--- src/rtl/slot_reloc_pkg.sv ---
package slot_reloc_pkg;

    localparam int ADDR_W = 32;

    typedef struct packed {
        logic              vld;
        logic [ADDR_W-1:0] addr;
    } req_bus_t;

    typedef enum logic [1:0] {
        PATH_PASS_HIGH = 2'd0,
        PATH_PASS_OFF  = 2'd1,
        PATH_PASS_MNT  = 2'd2,
        PATH_RELOCATE  = 2'd3
    } path_t;

    function automatic path_t pick_path(input logic in_window,
                                        input logic en,
                                        input logic mnt);
        if (mnt)            return PATH_PASS_MNT;
        else if (!en)       return PATH_PASS_OFF;
        else if (!in_window) return PATH_PASS_HIGH;
        else                return PATH_RELOCATE;
    endfunction

endpackage

--- src/rtl/slot_reloc_window.sv ---
module slot_reloc_window #(
    parameter int AW     = 32,
    parameter int SLOT_W = 25
) (
    input  logic [AW-1:0] addr,
    output logic          in_window
);
    localparam int HI_W = AW - SLOT_W;
    assign in_window = (addr[AW-1:SLOT_W] == {HI_W{1'b0}});
endmodule

--- src/rtl/slot_reloc_merge.sv ---
module slot_reloc_merge #(
    parameter int AW     = 32,
    parameter int SLOT_W = 25,
    parameter int TAG_W  = 7
) (
    input  logic [AW-1:0]    addr,
    input  logic [TAG_W-1:0] tag,
    input  slot_reloc_pkg::path_t path,
    output logic [AW-1:0]    addr_mod
);
    import slot_reloc_pkg::*;
    localparam int HI_W = AW - SLOT_W;
    logic [HI_W-1:0] hi_new;

    generate
        if (TAG_W >= HI_W) begin : g_wide
            assign hi_new = tag[HI_W-1:0];
        end else begin : g_narrow
            assign hi_new = {{(HI_W-TAG_W){1'b0}}, tag};
        end
    endgenerate

    always_comb begin
        addr_mod = addr;
        if (path == PATH_RELOCATE)
            addr_mod = {hi_new, addr[SLOT_W-1:0]};
    end
endmodule

--- src/rtl/slot_reloc_top.sv ---
module slot_reloc_top #(
    parameter int TAG_W  = 7,
    parameter int SLOT_W = 25
) (
    input  logic        clk,
    input  logic        rst,
    input  logic        in_vld,
    input  logic [31:0] in_addr,
    input  logic [6:0]  proc_tag,
    input  logic        xlat_en,
    input  logic        maint,
    output logic        out_vld,
    output logic [31:0] out_addr
);
    import slot_reloc_pkg::*;

    logic     win;
    path_t    path;
    logic [ADDR_W-1:0] mod_addr;
    logic [TAG_W-1:0]  tag_int;
    req_bus_t q;

    generate
        if (TAG_W >= 7) begin : g_tag_ext
            assign tag_int = {{(TAG_W-7){1'b0}}, proc_tag};
        end else begin : g_tag_cut
            assign tag_int = proc_tag[TAG_W-1:0];
        end
    endgenerate

    slot_reloc_window #(.AW(ADDR_W), .SLOT_W(SLOT_W)) u_win (
        .addr      (in_addr),
        .in_window (win)
    );

    assign path = pick_path(win, xlat_en, maint);

    slot_reloc_merge #(.AW(ADDR_W), .SLOT_W(SLOT_W), .TAG_W(TAG_W)) u_merge (
        .addr     (in_addr),
        .tag      (tag_int),
        .path     (path),
        .addr_mod (mod_addr)
    );

    always_ff @(posedge clk) begin
        if (rst) begin
            q <= '0;
        end else begin
            q.vld <= in_vld;
            if (in_vld) q.addr <= mod_addr;
        end
    end

    assign out_vld  = q.vld;
    assign out_addr = q.addr;
endmodule

--- config.mk ---
export PLATFORM = sky130hd
export DESIGN_NAME = slot_reloc_top
export DESIGN_NICKNAME = d
export VERILOG_FILES = /design/src/rtl/slot_reloc_pkg.sv /design/src/rtl/slot_reloc_window.sv /design/src/rtl/slot_reloc_merge.sv /design/src/rtl/slot_reloc_top.sv
export SDC_FILE = /design/constraint.sdc
export NUM_CORES = 1
export LEC_CHECK = 0
export BUFFER_PORTS_ARGS = -buffer_cell sky130_fd_sc_hd__buf_4
export CAP_MARGIN = 15
export CORE_MARGIN = 2
export CORE_UTILIZATION = 35
export DETAILED_ROUTE_END_ITERATION = 16
export SETUP_SLACK_MARGIN = 0.02
export SLEW_MARGIN = 15
export SYNTH_ARGS = -nofsm -noshare
export SYNTH_HDL_FRONTEND = slang
export SYNTH_HIERARCHICAL = 1
export SYNTH_SLANG_ARGS = --single-unit
--- constraint.sdc ---
create_clock -name clk -period 2.45 [get_ports clk]
set_input_delay 0.245 -clock clk [delete_from_list [all_inputs] [get_ports clk]]
set_output_delay 0.245 -clock clk [all_outputs]
set_load 0.1 [all_outputs]
Word level (Yosys, flattened, before mapping)

Index checks and enable logic that the tools add are counted.

Bits in registers: 33
Logic and storage cells: 8
Bits of input ports: 44
Output and inout port bits: 33

Multiplexer cells: 4
Equal/unequal tests: 1
Reductions and logical operators: 1

Operator list:

| operator                              | count |
|---|---|
| 2-to-1 mux 32 bit                     | 1 |
| zero test 7 bit                       | 1 |
| 2-to-1 mux 2 bit                      | 3 |
| == test 2 bit (second input constant) | 1 |

Logic depth before layout (Yosys ltp)

Depth in word-level cells: 6
Mapped depth: 8
Gate-level depth less buffers: 8

By module

The synthesis kept the hierarchy.

By module, submodules not included:

| module            | area an instance (µm²) | instances | cells each | seq. area each (µm²) |
|---|---|---|---|---|
| slot_reloc_top    | 1218.7                 | 1         | 109        | 660.6 |
| slot_reloc_merge  | 272.8                  | 1         | 33         | 0.0 |
| slot_reloc_window | 20.0                   | 1         | 2          | 0.0 |

Least setup slack after synthesis

Ideal clock, no wire load.

Path kind: in2reg
From: input in_addr[29]
To: register q (netlist bit out_addr[29])
Stages: 8
Path buffers: 0
Setup time: 0.119 ns
Arrival: 1.713 ns
Data required time: 2.331 ns
Slack: 0.618 ns
Cell sequence: or4_1 > nor4_2 > inv_1 > a21oi_1 > nand2_2 > mux2_2 > mux2i_1 > nor2_1

Cells in the longest elaborated chain, start to end: 6

RTL lines:

| what              | RTL line               | RTL |
|---|---|---|
| start, declared   | slot_reloc_top.sv:8    | `input logic [31:0] in_addr,` |
| zero test 7 bit   | slot_reloc_window.sv:9 | `assign in_window = (addr[AW-1:SLOT_W] == {HI_W{1'b0}});` |
| net win           | slot_reloc_top.sv:17   | `logic win;` |
| 2-to-1 mux 2 bit  | slot_reloc_pkg.sv:22   | `else if (!in_window) return PATH_PASS_HIGH;` |
| 2-to-1 mux 2 bit  | slot_reloc_pkg.sv:21   | `else if (!en) return PATH_PASS_OFF;` |
| 2-to-1 mux 2 bit  | slot_reloc_pkg.sv:20   | `if (mnt) return PATH_PASS_MNT;` |
| net path[0]       | slot_reloc_top.sv:18   | `path_t path;` |
| == test 2 bit     | slot_reloc_merge.sv:25 | `if (path == PATH_RELOCATE)` |
| 2-to-1 mux 32 bit | slot_reloc_merge.sv:25 |  |
| net mod_addr[29]  | slot_reloc_top.sv:19   | `logic [ADDR_W-1:0] mod_addr;` |
| end, declared     | slot_reloc_top.sv:21   | `req_bus_t q;` |

The timed path passes the listed nets, and every way through them passes these cells.
A chain may end at the register's enable or synchronous reset.

Worst setup path after layout

From: input in_addr[29]
To: register q (netlist bit out_addr[31])

Same word-level chain as after synthesis.

==> flow_summary_export.csv <==
group,metric,value,unit
yosys,synth_seq_cells,33,
power,swShare,34.4,%
critical_path,critPathMaxFanout,7,
placement,dp_hpwl,2.15,mm
global_routing,grt_max_degree,34,
power,p_seq_share,40.6,%
timing,setup_tns,0,ps
finish,fin_cells,245,
drt,drtAntennaViolNets,0,
critical_path,critPathLaunchType,"input port",
yosys,post_synth_main_area_contributors,"dfxtp_1 (44%), mux2i_1 (21%), buf_4 (12%), nor2_1 (7.5%), mux2_2 (5.2%)",
cts,cts_max_level,2,
power,total_power,1.44,mW
timing,hold-worst-slack,208,ps
drt,routedWlPerCell,11.8,µm
drt,wl,2.90,mm
yosys,syn_nets,188,
finish,multiInputGateArea,569,µm²
global_routing,grt_usage,12.5,%
floorplanning,pin_count,77,
timing,worst_slack,639,ps
cts,numCtsBuffers,5,
placement,dp.cells,237,
floorplanning,coreArea,4090,µm²
cts,clock_sinks,33,
timing,hold_violations,0,
placement,finalWeightedCongestion,0.769,
floorplanning,rows,23,
critical_path,cp-end-kind,"flop",
cts,cts_resized,0,
timing,rsz0062_at_grt,"false",
power,switchingPower,497,µW
critical_path,worst_ep_required_time,2600,ps
cts,cts-hold-fix-buffers,0,
placement,post_dp_cell_area,1870,µm²
cts,cts_buffer_depth,2,
timing,fin_skew,0,ps
power,power.density,734,nW/µm²
finish,nets,238,
placement,place_ws,351,ps
critical_path,worst-r2r-cell-count,2,
drt,vias,1076,
yosys,ys_types,17,
floorplanning,dieArea,4860,µm²
worst_hold_path,holdPathStages,3,
run,cap_violations,0,
timing,drv_slew,0,
finish,drive_above_1_share,48.7,%
global_routing,grt_first_pass_wirelength,4.91,mm
yosys,yosysTopAreaCell,"dfxtp_1",
power,ir_worst_vdd,0.275,mV
timing,worstMarginPinSlew,535,ps
finish,fin_area,1970,µm²
global_routing,antenna_found_initial,0,
worst_hold_path,hold_class,"in -> reg",
power,leakage,0.997,nW
global_routing,grt.overflow.total,0,
timing,timing.final.crit_share,73.9,%
floorplanning,die_w,69.7,µm
global_routing,grt_pass1_vias,1085,
timing,post-route-min-period,1810,ps
yosys,seq_area_frac_synth,43.7,%
power,p_clk_share,29.8,%
placement,numPortBuffers,76,
drt,drc,0,
timing,max_freq,552,MHz
power,power_frac_comb,29.6,%
timing,setup_viol,0,
yosys,netlist_area,1510,µm²
power,intPower,947,µW
critical_path,critPathArrivalTime,1960,ps
finish,regArea,661,µm²
yosys,synth_warnings,6,
floorplanning,initial_core_util,37.0,%
yosys,syn_inst,144,
cts,post_cts_buffers,0,
timing,slew_headroom,64.4,%
finish,fill_cells,411,
finish,fin_util,48.2,%
cts,path_clk_slew,60,ps
critical_path,critical_path_class,"in -> reg",
floorplanning,die-height,69.7,µm
yosys,syn_avg_cell_area,10.5,µm²
cts,clk_latency,270,ps
status,status,"finished clean",
cts,cts-root-buf,"clkbuf_8",
finish,antenna_cells,0,
finish,syn2layout_area_growth,30.2,%
finish,final_cell_mix,"buf_4 (76), dfxtp_1 (33), mux2i_1 (32), nor2_1 (30)",
drt,avgViaCountPerCell,4.39,
drt,dr.first_iter.drc_count,16,
drt,first_pass_iters,4,
yosys,synth.top_cell.area_share,43.7,%
cts,tritoncts,"done",
finish,final_common_cell,"buf_4",
-- worst paths after layout --
check / start / end / slack [ps]
hold reg to reg: out_addr[18] / out_addr[18] / 500
setup / recovery: in_addr[29] / out_addr[31] / 640
setup reg to reg: out_addr[3] / out_addr[3] / 1820
hold / removal: in_addr[0] / out_addr[0] / 210
-- metal layers --
metal / part of all wire (%) / up-vias / track usage [%]
met5: 0 / - / 0
met4: 0.31 / 0 / 4.49
met3: 10 / 2 / 5.23
met2: 48 / 51 / 20.7
met1: 41 / 477 / 14.4
li1: - / 546 / -
-- cells by family (layout without fill, tap and decap cells) --
group | after synthesis | count (layout) | synth area share [%]
mux | 39 | 39 | 26.4
flops | 33 | 33 | 43.7
buf+inv | 34 | 85 | 18.6
simple gates | 36 | 36 | 10.4
compound gates | 2 | 2 | 0.828
-- cell usage after synthesis --
master     n
or4_1      1
mux2_2     7
clkbuf_1   1
mux2i_1   32
buf_12     3
dfxtp_1   33
nor2_1    30
nand2_2    1
nor4_2     1
inv_1      1
buf_4     25
a21o_1     1
nor2_2     2
buf_2      3
nor2b_1    1
a21oi_1    1
buf_6      1
-- sequential cells by signal, indices dropped and copies added, names as in the netlist --
name      count
out_vld       1
out_addr     32
-- critical path: stages --
cell	delay, ps
buf_4	110
or4_1	530
nor4_2	200
inv_1	70
a21oi_1	170
nand2_2	140
mux2_2	290
mux2i_1	150
nor2_1	60
-- final cells by class --
cell class	instances	area share (%)
clock buffer	7	4.90
clock inverter	1	0.254
inverter	1	0.191
multi-input combinational	77	28.9
sequential	33	33.6
tap	50	3.18
timing repair buffer	76	29.0
-- power by group through the flow --
stage | clock network (mW) | logic (mW) | registers [mW]
3_5_place_dp | 0 | 0.431 | 0.598
2_1_floorplan | 0 | 0.117 | 0.832
4_1_cts | 0.452 | 0.431 | 0.587
6_report | 0.430 | 0.427 | 0.587
3_3_place_gp | 0 | 0.427 | 0.597
5_1_grt | 0.475 | 0.446 | 0.591
No activity file was read; power rests on OpenSTA's default activity.
